[config.mk]
export PLATFORM = sky130hd
export DESIGN_NAME = page_mapper
export DESIGN_NICKNAME = d
export VERILOG_FILES = /design/src/rtl/mmu_pkg.sv /design/src/rtl/mmu_xlate.sv /design/src/rtl/mmu_regfile.sv /design/src/rtl/page_mapper.sv
export SDC_FILE = /design/constraint.sdc
export NUM_CORES = 1
export LEC_CHECK = 0
export BUFFER_PORTS_ARGS = -buffer_cell sky130_fd_sc_hd__clkbuf_2
export CAP_MARGIN = 20
export CELL_PAD_IN_SITES_DETAIL_PLACEMENT = 1
export CELL_PAD_IN_SITES_GLOBAL_PLACEMENT = 2
export CORE_UTILIZATION = 48
export DETAILED_ROUTE_END_ITERATION = 16
export PLACE_DENSITY_LB_ADDON = 0.2
export SYNTH_ARGS = -nofsm -noshare
export SYNTH_HDL_FRONTEND = slang
export SYNTH_SLANG_ARGS = --single-unit
export TNS_END_PERCENT = 10
[constraint.sdc]
create_clock -name clk -period 7.5 [get_ports clk]
set_input_delay 1.5 -clock clk [delete_from_list [all_inputs] [get_ports clk]]
set_output_delay 1.5 -clock clk [all_outputs]
set_load 0.02 [all_outputs]
[src/rtl/mmu_pkg.sv]
`timescale 1ns/1ps
package mmu_pkg;
  // control register fields, bit 1 = interrupt enable, bit 0 = mapping enable
  typedef struct packed {
    logic irq_en;
    logic map_en;
  } ctrl_t;
endpackage

[src/rtl/mmu_xlate.sv]
`timescale 1ns/1ps
module mmu_xlate #(
  parameter int LA_W      = 16,
  parameter int OFF_W     = 12,
  parameter int PPN_W     = 8,
  parameter int WIN_AW    = 5,
  parameter int WIN_BASE  = 16'hDE00,
  localparam int PAGE_BITS = LA_W - OFF_W,
  localparam int PAGES     = 1 << PAGE_BITS,
  localparam int PA_W      = PPN_W + OFF_W
) (
  input  logic                 cpu_valid,
  input  logic                 cpu_we,
  input  logic [LA_W-1:0]      cpu_addr,
  input  logic                 map_en,
  input  logic [PPN_W-1:0]     look_ppn,
  input  logic [PAGES-1:0]     prot_vec,
  output logic [PAGE_BITS-1:0] page,
  output logic [WIN_AW-1:0]    win_off,
  output logic                 win_hit,
  output logic [PA_W-1:0]      phys_addr,
  output logic                 mem_we,
  output logic                 blocked
);
  localparam logic [LA_W-1:0] WIN_B = LA_W'(WIN_BASE);

  logic [PPN_W-1:0] ppn;
  logic             wr_cyc;

  assign page    = cpu_addr[LA_W-1 -: PAGE_BITS];
  assign win_off = cpu_addr[WIN_AW-1:0];
  assign win_hit = cpu_addr[LA_W-1:WIN_AW] == WIN_B[LA_W-1:WIN_AW];
  assign wr_cyc  = cpu_valid && cpu_we;

  always_comb begin
    if (map_en && !win_hit) ppn = look_ppn;
    else                    ppn = {{(PPN_W-PAGE_BITS){1'b0}}, page};
  end

  assign phys_addr = {ppn, cpu_addr[OFF_W-1:0]};
  assign blocked   = wr_cyc && !win_hit && prot_vec[page];
  assign mem_we    = wr_cyc && !win_hit && !prot_vec[page];
endmodule

[src/rtl/mmu_regfile.sv]
`timescale 1ns/1ps
module mmu_regfile
  import mmu_pkg::*;
#(
  parameter int PAGE_BITS = 4,
  parameter int PPN_W     = 8,
  parameter int DW        = 8,
  parameter int WIN_AW    = 5,
  localparam int PAGES      = 1 << PAGE_BITS,
  localparam int PROT_BYTES = PAGES / 8,
  localparam int PROT_OFF   = PAGES,
  localparam int CTRL_OFF   = PAGES + PROT_BYTES,
  localparam int STAT_OFF   = CTRL_OFF + 1
) (
  input  logic                 clk,
  input  logic                 rst,
  input  logic                 wr_en,
  input  logic [WIN_AW-1:0]    wr_off,
  input  logic [DW-1:0]        wr_data,
  input  logic [WIN_AW-1:0]    rd_off,
  output logic [DW-1:0]        rd_data,
  input  logic [PAGE_BITS-1:0] look_page,
  output logic [PPN_W-1:0]     look_ppn,
  output logic [PAGES-1:0]     prot_vec,
  output ctrl_t                ctrl,
  input  logic                 blk_evt,
  input  logic [PAGE_BITS-1:0] blk_page,
  output logic                 irq
);
  logic [PPN_W-1:0]     page_mem [PAGES];
  logic [PAGES-1:0]     prot_q;
  ctrl_t                ctrl_q;
  logic                 latch_q;
  logic [PAGE_BITS-1:0] last_q;
  logic                 pg_we, ctrl_we, stat_we, ack;

  assign pg_we   = wr_en && (int'(wr_off) < PAGES);
  assign ctrl_we = wr_en && (int'(wr_off) == CTRL_OFF);
  assign stat_we = wr_en && (int'(wr_off) == STAT_OFF);
  assign ack     = stat_we && wr_data[0];

  // page table kept free of reset so it maps to RAM
  always_ff @(posedge clk) begin
    if (pg_we) page_mem[wr_off[PAGE_BITS-1:0]] <= wr_data[PPN_W-1:0];
  end
  assign look_ppn = page_mem[look_page];

  for (genvar b = 0; b < PROT_BYTES; b++) begin : g_prot
    always_ff @(posedge clk) begin
      if (rst) prot_q[b*8 +: 8] <= '0;
      else if (wr_en && int'(wr_off) == PROT_OFF + b) prot_q[b*8 +: 8] <= wr_data[7:0];
    end
  end
  assign prot_vec = prot_q;

  always_ff @(posedge clk) begin
    if (rst)          ctrl_q <= '0;
    else if (ctrl_we) ctrl_q <= ctrl_t'(wr_data[1:0]);
  end
  assign ctrl = ctrl_q;

  always_ff @(posedge clk) begin
    if (rst) begin
      latch_q <= 1'b0;
      last_q  <= '0;
    end else if (blk_evt) begin
      latch_q <= 1'b1;
      last_q  <= blk_page;
    end else if (ack) begin
      latch_q <= 1'b0;
    end
  end

  assign irq = latch_q && ctrl_q.irq_en;

  always_comb begin
    rd_data = '0;
    if (int'(rd_off) < PAGES) rd_data = DW'(page_mem[rd_off[PAGE_BITS-1:0]]);
    for (int b = 0; b < PROT_BYTES; b++)
      if (int'(rd_off) == PROT_OFF + b) rd_data = DW'(prot_q[b*8 +: 8]);
    if (int'(rd_off) == CTRL_OFF) rd_data = DW'(ctrl_q);
    if (int'(rd_off) == STAT_OFF) begin
      rd_data[0]           = latch_q;
      rd_data[PAGE_BITS:1] = last_q;
    end
  end


  pg_wr_chk: assert property (@(posedge clk) disable iff (rst)
    pg_we |=> page_mem[$past(wr_off[PAGE_BITS-1:0])] == $past(wr_data[PPN_W-1:0]));

  blk_latch_chk: assert property (@(posedge clk) disable iff (rst)
    blk_evt |=> latch_q && last_q == $past(blk_page));

  latch_hold_chk: assert property (@(posedge clk) disable iff (rst)
    !blk_evt && !ack |=> $stable(latch_q));

  irq_rise_chk: assert property (@(posedge clk) disable iff (rst)
    blk_evt && ctrl_q.irq_en && !wr_en |=> irq);

  ack_clear_chk: assert property (@(posedge clk) disable iff (rst)
    ack && !blk_evt |=> !latch_q && !irq);

  rst_state_chk: assert property (@(posedge clk) disable iff (rst)
    $past(rst) |-> ctrl_q == '0 && prot_q == '0 && !latch_q);
endmodule

[src/rtl/page_mapper.sv]
`timescale 1ns/1ps
module page_mapper
  import mmu_pkg::*;
#(
  parameter int LA_W     = 16,
  parameter int OFF_W    = 12,
  parameter int PPN_W    = 8,
  parameter int DW       = 8,
  parameter int WIN_AW   = 5,
  parameter int WIN_BASE = 16'hDE00,
  localparam int PAGE_BITS = LA_W - OFF_W,
  localparam int PAGES     = 1 << PAGE_BITS,
  localparam int PA_W      = PPN_W + OFF_W
) (
  input  logic            clk,
  input  logic            rst,
  input  logic            cpu_valid,
  input  logic            cpu_we,
  input  logic [LA_W-1:0] cpu_addr,
  input  logic [DW-1:0]   cpu_wdata,
  output logic [PA_W-1:0] phys_addr,
  output logic            mem_we,
  output logic            wr_blocked,
  output logic            win_sel,
  output logic [DW-1:0]   reg_rdata,
  output logic            irq
);
  logic [PAGE_BITS-1:0] page;
  logic [WIN_AW-1:0]    win_off;
  logic                 win_hit;
  logic [PPN_W-1:0]     look_ppn;
  logic [PAGES-1:0]     prot_vec;
  ctrl_t                ctrl;

  mmu_xlate #(
    .LA_W(LA_W), .OFF_W(OFF_W), .PPN_W(PPN_W),
    .WIN_AW(WIN_AW), .WIN_BASE(WIN_BASE)
  ) xlate_i (
    .cpu_valid(cpu_valid), .cpu_we(cpu_we), .cpu_addr(cpu_addr),
    .map_en(ctrl.map_en), .look_ppn(look_ppn), .prot_vec(prot_vec),
    .page(page), .win_off(win_off), .win_hit(win_hit),
    .phys_addr(phys_addr), .mem_we(mem_we), .blocked(wr_blocked)
  );

  mmu_regfile #(
    .PAGE_BITS(PAGE_BITS), .PPN_W(PPN_W), .DW(DW), .WIN_AW(WIN_AW)
  ) regs_i (
    .clk(clk), .rst(rst),
    .wr_en(cpu_valid && cpu_we && win_hit), .wr_off(win_off), .wr_data(cpu_wdata),
    .rd_off(win_off), .rd_data(reg_rdata),
    .look_page(page), .look_ppn(look_ppn), .prot_vec(prot_vec),
    .ctrl(ctrl), .blk_evt(wr_blocked), .blk_page(page), .irq(irq)
  );

  assign win_sel = cpu_valid && win_hit;


  prot_gate_chk: assert property (@(posedge clk) disable iff (rst)
    mem_we |-> !prot_vec[cpu_addr[LA_W-1 -: PAGE_BITS]]);

  win_quiet_chk: assert property (@(posedge clk) disable iff (rst)
    win_sel |-> !mem_we && !wr_blocked);
endmodule

==> impl_metrics.env <==
export IMPL_final_critical_path_share_of_the_clock_period_pct=74.1
export IMPL_final_max_slew_viol_count=0
export IMPL_max_stage_delay_ns=0.60
export IMPL_cts_hold_buffers_added=0
export IMPL_cells_along_the_critical_path="clkbuf_2 > buf_4 > mux4_2 > mux4_2 > mux2_2 > clkbuf_2"
export IMPL_worst_r2r_cell_count=6
export IMPL_synthMostInstantiatedCell="edfxtp_1"
export IMPL_io_pins=60
export IMPL_synth_top_cells_by_area="edfxtp_1 (51%), mux4_2 (20%), dfxtp_1 (6.1%)"
export IMPL_drt_initial_drc_count=372
export IMPL_topRoutingLayerUsed="met4"
export IMPL_clock_skew_ns=0.00380
export IMPL_routed_wl_met3_mm=1.26
export IMPL_area_growth_syn_to_layout_pct=13.9
export IMPL_synthCells=466
export IMPL_synth_warnings=0
export IMPL_clock_tree_root_cell="clkbuf_16"
export IMPL_grt_antenna_before_repair=0
export IMPL_result_of_the_run="finished clean"
export IMPL_post_route_drc_count=0
export IMPL_grt_setup_unrepaired="no"
export IMPL_synth_cell_type_count=42
export IMPL_worst_setup_hold_path_clk_slew_ns=0.06
export IMPL_clock_buffer_count_from_cts=17
export IMPL_routed_wl_mm=20.7
export IMPL_cell_taking_the_most_area_after_synthesis="edfxtp_1"
export IMPL_grt_max_degree=39
export IMPL_routed_wire_length_per_instance_um=27.9
export IMPL_via_per_instance_ratio=6.34
export IMPL_cap_violations=0
export IMPL_cts_h_tree_lvls=4
export IMPL_grt_ovfl_total=0
export IMPL_cts_resized_gates=0
export IMPL_required_arrival_time_at_the_worst_endpoint_ns=6.00
export IMPL_flip_flop_and_latch_count_after_synthesis=151
export IMPL_cp_capture_type="output port"
export IMPL_crit_path_max_fanout=21
export IMPL_synth_sequential_area_ratio_pct=57.2
export IMPL_clock_sinks=151
export IMPL_vdd_drop_max_mv=0.170
export IMPL_routability_congestion_estimate=0.853
export IMPL_width_of_the_chip_um=127
export IMPL_timing_final_hold_violations=0
export IMPL_antenna_cells=0
export IMPL_synth_top_flop_cell="edfxtp_1"
export IMPL_final_setup_viol_count=0
export IMPL_worst_setup_path_type="input port to output port"
export IMPL_fp_dieArea_um2=16200
export IMPL_syn_area_um2=7520
export IMPL_finalWorstSetupSlack_ns=1.94
export IMPL_die_h_um=127
export IMPL_drtPass1Iterations=5
export IMPL_fmax_mhz=180
export IMPL_syn_area_per_cell_um2=16.1
export IMPL_residual_antenna_violating_net_count_after_detailed_routing=0
export IMPL_synth_top_cell_area_share_pct=51.1
export IMPL_grt_first_pass_wirelength_mm=31.0
export IMPL_post_synth_most_frequent_cells="edfxtp_1 (128), mux4_2 (66), nor2_1 (40)"
export IMPL_power_static_leakage_nw=3.06
export IMPL_hpwlAfterDp_mm=13.6
export IMPL_power_density_nw_per_um2=215
export IMPL_hold_worst_slack_ns=0.487
export IMPL_hold_depth=2
export IMPL_vias=4720
export IMPL_via_count_of_the_first_global_routing_pass=4761
export IMPL_cts_path_max_buffers=2
export IMPL_groute_usage_overall_pct=27.8
export IMPL_clk_latency_ns=0.43
export IMPL_coreArea_um2=15300
export IMPL_postLayoutCoreUtil_pct=56.2
export IMPL_postSynth_asyncResetShare_pct=0
export IMPL_critical_path_startpoint_type="input port"
export IMPL_start_util_pct=49.3
export IMPL_worstMarginPinSlew_ns=0.954
export IMPL_postLayoutCellArea_um2=8570
export IMPL_fin_setup_tns_ns=0
export IMPL_rows=45
export IMPL_timing_critical_path_slowest_stage_cell="clkbuf_2"
export IMPL_routed_wl_met2_mm=10.1
export IMPL_finish_net_count=549
export IMPL_dpl_instance_area_um2=8010
export IMPL_relSlewSlack_pct=35.9
export IMPL_syn_nets=494
export IMPL_synth_edff_count=128
export IMPL_detailedPlace_worstSlack_ns=1.87
export IMPL_drt_met1_wl_mm=9.07
export IMPL_worstPathArrival_ns=4.06
export IMPL_post_cts_repair_setup_buffers=0
export IMPL_drive_above_1_share_pct=36.2
export IMPL_min_delay_path_class="flop to flop"
export IMPL_numPortBuffers=59
export IMPL_post_route_min_period_ns=5.56
export IMPL_clock_tree_from_tritoncts="built"
-- path summary, 6_finish.rpt --
check                                   startpoint                to  slack [ns]
worst max-delay path                  cpu_addr[12]     phys_addr[12]        1.94
worst min-delay path              regs_i.last_q[1]  regs_i.last_q[1]        0.49
worst max register to register  regs_i.prot_vec[5]  regs_i.last_q[1]        5.70
worst min register to register    regs_i.last_q[1]  regs_i.last_q[1]        0.49
-- report_power, final --
group	leakage [nW]	switching, W	internal, W
clock	0.251	0.000336	0.000448
combinational	1.48	0.0000879	0.0000616
sequential	1.34	0.00000000312	0.000909
-- kinds of logic after synthesis --
kind of cell           Yosys count  share of synthesized area (%)
AOI/OAI and AO/OA               45                           3.64
buffers and inverters           45                           3.51
DFF                            151                           57.2
muxes                          122                           28.3
and+or+nand+nor                103                           7.32
-- per-stage QoR --
step | cells | total power [W]
2_1_floorplan | 466 | 0.00103
3_3_place_gp | 704 | 0.00107
3_5_place_dp | 711 | 0.00108
4_1_cts | 742 | 0.00186
5_1_grt | 744 | 0.00189
6_report | 744 | 0.00184
-- per-layer routing --
layer / track usage [%] / vias up
li1: - / 1979
met1: 39.0 / 2513
met2: 44.5 / 202
met3: 4.82 / 26
met4: 9.10 / 0
met5: 0 / -
-- flip-flops by register name (all words and copies together), names as in the netlist --
name / flops
regs_i.latch_q: 1
regs_i.page_mem: 128
regs_i.ctrl: 2
regs_i.last_q: 4
regs_i.prot_vec: 16
-- area by class of cell --
type / count / area, um2
clock buffer: 17 / 425
clock inverter: 14 / 111
fill: 1436 / 6690
inverter: 1 / 6.26
multi-input combinational: 270 / 2970
sequential: 151 / 4300
tap: 211 / 264
timing repair buffer: 80 / 495
-- layout by cell type, fill, tap and decap left out, types with 5 or more instances in the layout --
cell type	count
o21ai_0	18
nand2_1	10
buf_6	8
clkbuf_2	59
edfxtp_1	128
nand3_1	6
a21oi_1	7
buf_4	12
dfxtp_1	23
nand4b_1	5
mux2i_1	39
and2_1	6
mux2_2	12
nor2_1	40
nand2b_1	12
mux4_2	66
nor2b_1	7
clkbuf_16	17
-- worst max-delay path: cells and delay by family --
kind / cells / cell delay, ns
muxes: 3 / 1.30
buffers and inverters: 3 / 1.23
Power figures use the tool's default switching activity.
